### src/rtl/rdlvl_pkg.sv
package rdlvl_pkg;
  localparam int BURST_LEN  = 8;
  localparam int MPR_EN_BIT = 2;
  localparam logic [2:0] MR3_BA = 3'd3;

  typedef enum logic [1:0] {
    OP_NONE = 2'b00,
    OP_MRW  = 2'b01,
    OP_READ = 2'b10
  } cmd_op_e;

  typedef enum logic [2:0] {
    ST_IDLE,
    ST_MR_ON,
    ST_RD_REQ,
    ST_RD_WAIT,
    ST_EVAL,
    ST_MR_OFF,
    ST_DONE
  } seq_st_e;
endpackage

### src/rtl/rdlvl_burst_cmp.sv
module rdlvl_burst_cmp
  import rdlvl_pkg::*;
#(
  parameter int DQ_W = 8
) (
  input  logic [DQ_W*BURST_LEN-1:0] burst_i,
  output logic                      match_o
);
  logic [DQ_W*BURST_LEN-1:0] expect_w;

  // alternating MPR pattern: odd beats all ones, even beats all zeros
  for (genvar k = 0; k < BURST_LEN; k++) begin : g_beat
    assign expect_w[k*DQ_W +: DQ_W] = (k % 2 == 1) ? {DQ_W{1'b1}} : {DQ_W{1'b0}};
  end

  assign match_o = (burst_i == expect_w);
endmodule

### src/rtl/rdlvl_window.sv
module rdlvl_window #(
  parameter int DLY_W = 5
) (
  input  logic             clk_i,
  input  logic             rst_ni,
  input  logic             clr_i,
  input  logic             upd_i,
  input  logic             pass_i,
  input  logic [DLY_W-1:0] code_i,
  output logic             found_o,
  output logic [DLY_W-1:0] center_o
);
  localparam int LEN_W = DLY_W + 1;
  localparam int SUM_W = DLY_W + 2;

  logic [DLY_W-1:0] run_start_q, best_start_q, nxt_start;
  logic [LEN_W-1:0] run_len_q, best_len_q, nxt_len;
  logic [SUM_W-1:0] sum_w;

  always_comb begin
    nxt_len   = run_len_q + LEN_W'(1);
    nxt_start = (run_len_q == '0) ? code_i : run_start_q;
  end

  always_ff @(posedge clk_i or negedge rst_ni) begin
    if (!rst_ni) begin
      run_start_q  <= '0;
      run_len_q    <= '0;
      best_start_q <= '0;
      best_len_q   <= '0;
    end else if (clr_i) begin
      run_start_q  <= '0;
      run_len_q    <= '0;
      best_start_q <= '0;
      best_len_q   <= '0;
    end else if (upd_i) begin
      if (pass_i) begin
        run_len_q   <= nxt_len;
        run_start_q <= nxt_start;
        // strict compare keeps the earliest of equal runs
        if (nxt_len > best_len_q) begin
          best_len_q   <= nxt_len;
          best_start_q <= nxt_start;
        end
      end else begin
        run_len_q <= '0;
      end
    end
  end

  // first + last = 2*start + len - 1
  assign sum_w    = ({2'b00, best_start_q} << 1) + {1'b0, best_len_q} - SUM_W'(1);
  assign found_o  = (best_len_q != '0);
  assign center_o = sum_w[DLY_W:1];


  best_len_mono_chk: assert property (@(posedge clk_i) disable iff (!rst_ni)
    !clr_i |=> best_len_q >= $past(best_len_q));


  run_le_best_chk: assert property (@(posedge clk_i) disable iff (!rst_ni)
    run_len_q <= best_len_q);
endmodule

### src/rtl/rdlvl_seq.sv
module rdlvl_seq
  import rdlvl_pkg::*;
#(
  parameter int LANES  = 2,
  parameter int DLY_W  = 5,
  parameter int RCNT_W = 4,
  parameter int ADDR_W = 16
) (
  input  logic              clk_i,
  input  logic              rst_ni,
  input  logic              start_i,
  input  logic [RCNT_W-1:0] rd_cnt_i,
  input  logic              cmd_ready_i,
  input  logic [LANES-1:0]  lane_valid_i,
  input  logic [LANES-1:0]  lane_match_i,
  output logic              cmd_valid_o,
  output logic [1:0]        cmd_op_o,
  output logic [2:0]        cmd_ba_o,
  output logic [ADDR_W-1:0] cmd_addr_o,
  output logic [DLY_W-1:0]  code_o,
  output logic              sweep_o,
  output logic              clr_o,
  output logic              upd_o,
  output logic [LANES-1:0]  pass_o,
  output logic              done_o
);
  localparam logic [DLY_W-1:0] CODE_MAX = '1;

  seq_st_e           st_q;
  logic [DLY_W-1:0]  code_q;
  logic [RCNT_W-1:0] rcnt_q, n_q;
  logic [LANES-1:0]  got_q, pass_q, got_nxt;
  logic [RCNT_W:0]   rcnt_inc;
  logic              last_rd, accept;

  assign accept   = ((st_q == ST_IDLE) || (st_q == ST_DONE)) && start_i;
  assign got_nxt  = got_q | lane_valid_i;
  assign rcnt_inc = {1'b0, rcnt_q} + (RCNT_W+1)'(1);
  assign last_rd  = (rcnt_inc >= {1'b0, n_q});

  always_ff @(posedge clk_i or negedge rst_ni) begin
    if (!rst_ni) begin
      st_q   <= ST_IDLE;
      code_q <= '0;
      rcnt_q <= '0;
      n_q    <= '0;
      got_q  <= '0;
      pass_q <= '0;
      done_o <= 1'b0;
    end else begin
      unique case (st_q)
        ST_IDLE, ST_DONE: if (start_i) begin
          st_q   <= ST_MR_ON;
          n_q    <= rd_cnt_i;
          done_o <= 1'b0;
        end
        ST_MR_ON: if (cmd_ready_i) begin
          st_q   <= ST_RD_REQ;
          code_q <= '0;
          rcnt_q <= '0;
          pass_q <= '1;
        end
        ST_RD_REQ: if (cmd_ready_i) begin
          st_q  <= ST_RD_WAIT;
          got_q <= '0;
        end
        ST_RD_WAIT: begin
          got_q  <= got_nxt;
          pass_q <= pass_q & ~(lane_valid_i & ~got_q & ~lane_match_i);
          if (&got_nxt) begin
            if (last_rd) st_q <= ST_EVAL;
            else begin
              rcnt_q <= rcnt_inc[RCNT_W-1:0];
              st_q   <= ST_RD_REQ;
            end
          end
        end
        ST_EVAL: begin
          if (code_q == CODE_MAX) st_q <= ST_MR_OFF;
          else begin
            code_q <= code_q + DLY_W'(1);
            rcnt_q <= '0;
            pass_q <= '1;
            st_q   <= ST_RD_REQ;
          end
        end
        ST_MR_OFF: if (cmd_ready_i) begin
          st_q   <= ST_DONE;
          done_o <= 1'b1;
        end
        default: st_q <= ST_IDLE;
      endcase
    end
  end

  always_comb begin
    cmd_valid_o = 1'b0;
    cmd_op_o    = OP_NONE;
    cmd_ba_o    = '0;
    cmd_addr_o  = '0;
    unique case (st_q)
      ST_MR_ON: begin
        cmd_valid_o            = 1'b1;
        cmd_op_o               = OP_MRW;
        cmd_ba_o               = MR3_BA;
        cmd_addr_o[MPR_EN_BIT] = 1'b1;
      end
      ST_MR_OFF: begin
        cmd_valid_o = 1'b1;
        cmd_op_o    = OP_MRW;
        cmd_ba_o    = MR3_BA;
      end
      ST_RD_REQ: begin
        cmd_valid_o = 1'b1;
        cmd_op_o    = OP_READ;
      end
      default: ;
    endcase
  end

  assign code_o  = code_q;
  assign sweep_o = (st_q == ST_RD_REQ) || (st_q == ST_RD_WAIT) || (st_q == ST_EVAL);
  assign clr_o   = accept;
  assign upd_o   = (st_q == ST_EVAL);
  assign pass_o  = pass_q;


  cmd_hold_chk: assert property (@(posedge clk_i) disable iff (!rst_ni)
    cmd_valid_o && !cmd_ready_i |=> cmd_valid_o && $stable(cmd_op_o) && $stable(cmd_ba_o) && $stable(cmd_addr_o));


  mrw_target_chk: assert property (@(posedge clk_i) disable iff (!rst_ni)
    cmd_valid_o && cmd_op_o == OP_MRW |-> cmd_ba_o == MR3_BA && cmd_addr_o[1:0] == 2'b00);


  done_after_off_chk: assert property (@(posedge clk_i) disable iff (!rst_ni)
    $rose(done_o) |-> $past(cmd_valid_o && cmd_ready_i && cmd_op_o == OP_MRW && !cmd_addr_o[MPR_EN_BIT]));


  code_step_chk: assert property (@(posedge clk_i) disable iff (!rst_ni)
    !$stable(code_q) |-> (code_q == $past(code_q) + DLY_W'(1)) || (code_q == '0));


  rd_count_chk: assert property (@(posedge clk_i) disable iff (!rst_ni)
    sweep_o |-> ({1'b0, rcnt_q} < {1'b0, n_q}) || (rcnt_q == '0));
endmodule

### src/rtl/rdlvl_trainer.sv
module rdlvl_trainer
  import rdlvl_pkg::*;
#(
  parameter int LANES  = 2,
  parameter int DQ_W   = 8,
  parameter int DLY_W  = 5,
  parameter int RCNT_W = 4,
  parameter int ADDR_W = 16
) (
  input  logic                            clk_i,
  input  logic                            rst_ni,
  input  logic                            start_i,
  input  logic [RCNT_W-1:0]               rd_cnt_i,
  output logic                            done_o,
  output logic                            cmd_valid_o,
  input  logic                            cmd_ready_i,
  output logic [1:0]                      cmd_op_o,
  output logic [2:0]                      cmd_ba_o,
  output logic [ADDR_W-1:0]               cmd_addr_o,
  input  logic [LANES-1:0]                rd_valid_i,
  input  logic [LANES*DQ_W*BURST_LEN-1:0] rd_data_i,
  output logic [LANES*DLY_W-1:0]          dly_o,
  output logic [LANES-1:0]                err_o
);
  localparam int BW = DQ_W * BURST_LEN;

  logic [LANES-1:0] match_w, pass_w, found_w;
  logic [DLY_W-1:0] code_w;
  logic             sweep_w, clr_w, upd_w;

  rdlvl_seq #(
    .LANES(LANES), .DLY_W(DLY_W), .RCNT_W(RCNT_W), .ADDR_W(ADDR_W)
  ) u_seq (
    .clk_i        (clk_i),
    .rst_ni       (rst_ni),
    .start_i      (start_i),
    .rd_cnt_i     (rd_cnt_i),
    .cmd_ready_i  (cmd_ready_i),
    .lane_valid_i (rd_valid_i),
    .lane_match_i (match_w),
    .cmd_valid_o  (cmd_valid_o),
    .cmd_op_o     (cmd_op_o),
    .cmd_ba_o     (cmd_ba_o),
    .cmd_addr_o   (cmd_addr_o),
    .code_o       (code_w),
    .sweep_o      (sweep_w),
    .clr_o        (clr_w),
    .upd_o        (upd_w),
    .pass_o       (pass_w),
    .done_o       (done_o)
  );

  for (genvar l = 0; l < LANES; l++) begin : g_lane
    logic [DLY_W-1:0] center_w;

    rdlvl_burst_cmp #(.DQ_W(DQ_W)) u_cmp (
      .burst_i (rd_data_i[l*BW +: BW]),
      .match_o (match_w[l])
    );

    rdlvl_window #(.DLY_W(DLY_W)) u_win (
      .clk_i    (clk_i),
      .rst_ni   (rst_ni),
      .clr_i    (clr_w),
      .upd_i    (upd_w),
      .pass_i   (pass_w[l]),
      .code_i   (code_w),
      .found_o  (found_w[l]),
      .center_o (center_w)
    );

    assign dly_o[l*DLY_W +: DLY_W] = sweep_w ? code_w : (found_w[l] ? center_w : '0);
    assign err_o[l] = done_o && !found_w[l];
  end
endmodule

### config.mk
export PLATFORM = sky130hd
export DESIGN_NAME = rdlvl_trainer
export DESIGN_NICKNAME = d
export VERILOG_FILES = /design/src/rtl/rdlvl_pkg.sv /design/src/rtl/rdlvl_burst_cmp.sv /design/src/rtl/rdlvl_window.sv /design/src/rtl/rdlvl_seq.sv /design/src/rtl/rdlvl_trainer.sv
export SDC_FILE = /design/constraint.sdc
export NUM_CORES = 1
export LEC_CHECK = 0
export BUFFER_PORTS_ARGS = -buffer_cell sky130_fd_sc_hd__clkbuf_2
export CAP_MARGIN = 30
export CORE_MARGIN = 4
export CORE_UTILIZATION = 51
export CTS_CLUSTER_SIZE = 14
export DETAILED_ROUTE_END_ITERATION = 8
export MAX_ROUTING_LAYER = met4
export PLACE_DENSITY_LB_ADDON = 0.15
export SLEW_MARGIN = 20
export SYNTH_ARGS = -nofsm -noshare
export SYNTH_HDL_FRONTEND = slang
export SYNTH_HIERARCHICAL = 1
export SYNTH_SLANG_ARGS = --single-unit
### constraint.sdc
create_clock -name clk_i -period 4 [get_ports clk_i]
set_input_delay 0.2 -clock clk_i [delete_from_list [all_inputs] [get_ports clk_i]]
set_output_delay 0.2 -clock clk_i [all_outputs]
set_load 0.005 [all_outputs]
==> results.txt <==
outcome - complete, no violations
Layout area overhead - 20.57%
Root Buffer Master - clkbuf_8
largest net degree at the start of global routing - 69
Largest stage delay, worst path - 0.56 ns
sequential power share - 29.5%
Placed Area - 5734 um2
TritonRoute pass-1 iters - 4
top-level I/O count - 173
worst path bufs/invs - 0
Ys Warns - 6
GRT Overall Usage - 22.96%
Die Ht - 106.3 um
cell area after synthesis - 4926 um2
vias in the first global route - 4554
CP startpoint - g_lane[0].u_win/run_len_q[2]
max cap viols - 0
Final Hold Viols - 0
full die area - 11300 um2
Final ANT Viol Nets - 0
total vias in the final route - 4506
CORE AREA - 9328 um2
Fmax achieved - 327.8 MHz
diode count - 0
DR vias/cell - 5.482
Unique masters post-synth - 60
synthesis-stage register bit count - 65
Fin Setup TNS - 0 ns
worst rel slew slack - 42.13%
worst setup path end - g_lane[0].u_win/best_len_q[0]
Num CTS Buffers - 9
Switch Pwr - 1.772 mW
FP Rows - 35
Gate power share - 56.5%
final core occ - 63.68%
Max VDD drop - 0.3442 mV
most common cell after layout, fill and taps aside - clkbuf_2
commonest register cell after synthesis - dfrtp_1
final period utilization - 76.26%
Max Slew Vio Count - 0
RePlAce Congestion - 0.9125
clock group share of total power - 14.0%
class of the worst hold path - in -> reg
reg2reg start - g_lane[0].u_win/run_len_q[2]
Setup crit start kind - register
Stages on worst setup path - 8
fill count - 833
Nets - 867
H-tree depth - 3
family with the most delay on the worst path - compound AO/OA/AOI/OAI gates
CP endpoint kind - register
PD cells - 664.9 nW/um2
clock tree from TritonCTS - yes
DRT iter0 DRCs - 198
area leader, netlist - dfrtp_1
asr flop ratio synth - 100.0%
Pint - 2.177 mW
HPWL after detailed placement - 10030 um
RSZ-0062 raised after global routing - no
Cells after Synth - 538
grt ovf - 0
CP Data Arrival Time - 3.28 ns
FF-to-FF End - g_lane[0].u_win/best_len_q[0]
worst clock skew - 0.01349 ns
FF-to-FF path depth - 8
clock latency at the later pin of the worst-skew pair - 0.34 ns
leakage - 2.960 nW
Post-synth EDFFs - 0
slew at the pin with the worst max-slew slack - 0.8559 ns
critical path class - reg -> reg
clock-pin slew of the registers on the worst-case setup and hold paths - 0.08 ns
sequential fraction of the synthesis area - 33.02%
slowest CP cell - dfrtp_1
share of the synthesized area in the top cell type - 33.02%
post-route cell area - 5939 um2
clock tree buffer depth - 2
die width - 106.3 um
Initial Utilization - 52.81%
Post-CTS Setup Bufs - 0
Period minus WS final - 3.050 ns
reg-to-reg slack, setup - 0.95 ns
number of clock sinks - 65
setup violators final - 0
critical path fanouts, max - 11
Avg WL per Cell - 15.16 um
antenna violations before repair - 0
critical path, cell by cell - nand3_1 -> o21a_1 -> or2_2 -> ha_1 -> and4_1 -> o21ai_0 -> a31oi_1 -> mux2_2
IO buf count - 156
Synth area leaders - dfrtp_1, ha_1, inv_1
layout cells sized above 1 - 29.73%
switch share - 44.88%
Post-Route WL - 12460 um
syn_area_per_cell - 9.156 um2
commonest non-fill, non-tap cells in the layout - clkbuf_2, dfrtp_1, inv_1
first-pass GRT wire length - 20670 um
# DRC - 0
Req. time, crit path - 4.23 ns
==> logic make-up (layout without fill, tap and decap cells) <==
family | after synthesis | in the layout | synth area share [%]
mux | 35 | 35 | 7.544
buf+inv | 89 | 229 | 8.407
flops | 65 | 65 | 33.02
compound gates | 115 | 115 | 15.04
simple gates | 172 | 172 | 21.64
fa+ha+maj | 41 | 41 | 10.72
xor+xnor | 20 | 20 | 3.556
other cells | 1 | 16 | 0.07613
==> power groups by stage <==
stage | clock (mW) | combinational, mW | sequential [mW]
after CTS | 0.567 | 2.24 | 1.16
after detailed placement | 0 | 2.22 | 1.17
final | 0.553 | 2.23 | 1.16
after global placement | 0 | 2.14 | 1.15
after floorplan | 0 | 1.76 | 1.05
after global routing | 0.593 | 2.53 | 1.20
==> cells in the mapped netlist (10+ instances only) <==
cell type  count
nand2b_1      13
o21ai_0       29
inv_1         54
ha_1          39
nand3_1       25
nor2b_1       12
nor2_1        30
a21oi_1       31
clkbuf_1      10
buf_4         17
dfrtp_1       65
mux2_2        17
nand2_1       23
a22o_1        12
mux2i_1       18
xnor2_1       16
==> through the flow <==
stage	instances	hold WS (ns)	power, mW	setup slack, ns
2_1_floorplan	553	-0.09559	2.810	1.139
3_3_place_gp	805	0.2562	3.294	1.063
3_5_place_dp	805	0.2706	3.392	1.005
4_1_cts	822	0.04324	3.963	0.9691
5_1_grt	822	0.05749	4.328	0.8012
6_report	822	0.05900	3.949	0.9497
==> worst min-delay path by stage <==
stage,from,slack (ns),cells past startpoint,to
after floorplan,rst_ni,-0.1,0,g_lane[0].u_win/best_len_q[0]
after global placement,rst_ni,0.26,1,u_seq/st_q[0]
after detailed placement,rst_ni,0.27,1,u_seq/st_q[0]
after CTS,rd_cnt_i[2],0.04,3,u_seq/n_q[2]
after global routing,rd_cnt_i[2],0.06,3,u_seq/n_q[2]
final,rd_cnt_i[2],0.06,3,u_seq/n_q[2]
==> metal layers <==
layer  routed length, um  GRT usage (%)  vias up
met5                   0              -        -
met3                 777          3.704       20
met1                5308          29.08     2110
li1                    -              -     2210
met2                6167          37.83      166
met4                 205          7.308        0
==> sequential cells by signal, indices dropped and copies added, names as in the netlist <==
register                   count
g_lane.u_win/best_len_q       12
g_lane.u_win/run_len_q        12
g_lane.u_win/best_start_q     10
g_lane.u_win/run_start_q      10
u_seq/code_o                   5
u_seq/n_q                      4
u_seq/rcnt_q                   4
u_seq/st_q                     3
u_seq/got_q                    2
u_seq/pass_o                   2
u_seq/done_o                   1
==> final cells by class <==
| type | instances | area, um2 | area share (%) |
|---|---|---|---|
| Clock buffer | 9 | 123.9 | 2.086 |
| Clock inverter | 7 | 71.32 | 1.201 |
| Inverter | 54 | 202.7 | 3.413 |
| Multi-Input combinational cell | 399 | 2948 | 49.63 |
| Sequential cell | 65 | 1627 | 27.39 |
| Tap cell | 129 | 161.4 | 2.718 |
| Timing Repair Buffer | 159 | 805.8 | 13.57 |
==> repair_timing <==
item / 4_1_cts / 5_1_grt
resized for setup: 0 / 0
hold buffers: 1 / 0
endpoints found under the hold margin: 25 / 0
==> worst reg2reg max path: stages, from the launching register on <==
cell	delay, ns
dfrtp_1	0.56
nand3_1	0.20
o21a_1	0.25
or2_2	0.30
ha_1	0.32
and4_1	0.25
o21ai_0	0.21
a31oi_1	0.47
mux2_2	0.39
No activity file was read; power rests on OpenSTA's default activity.
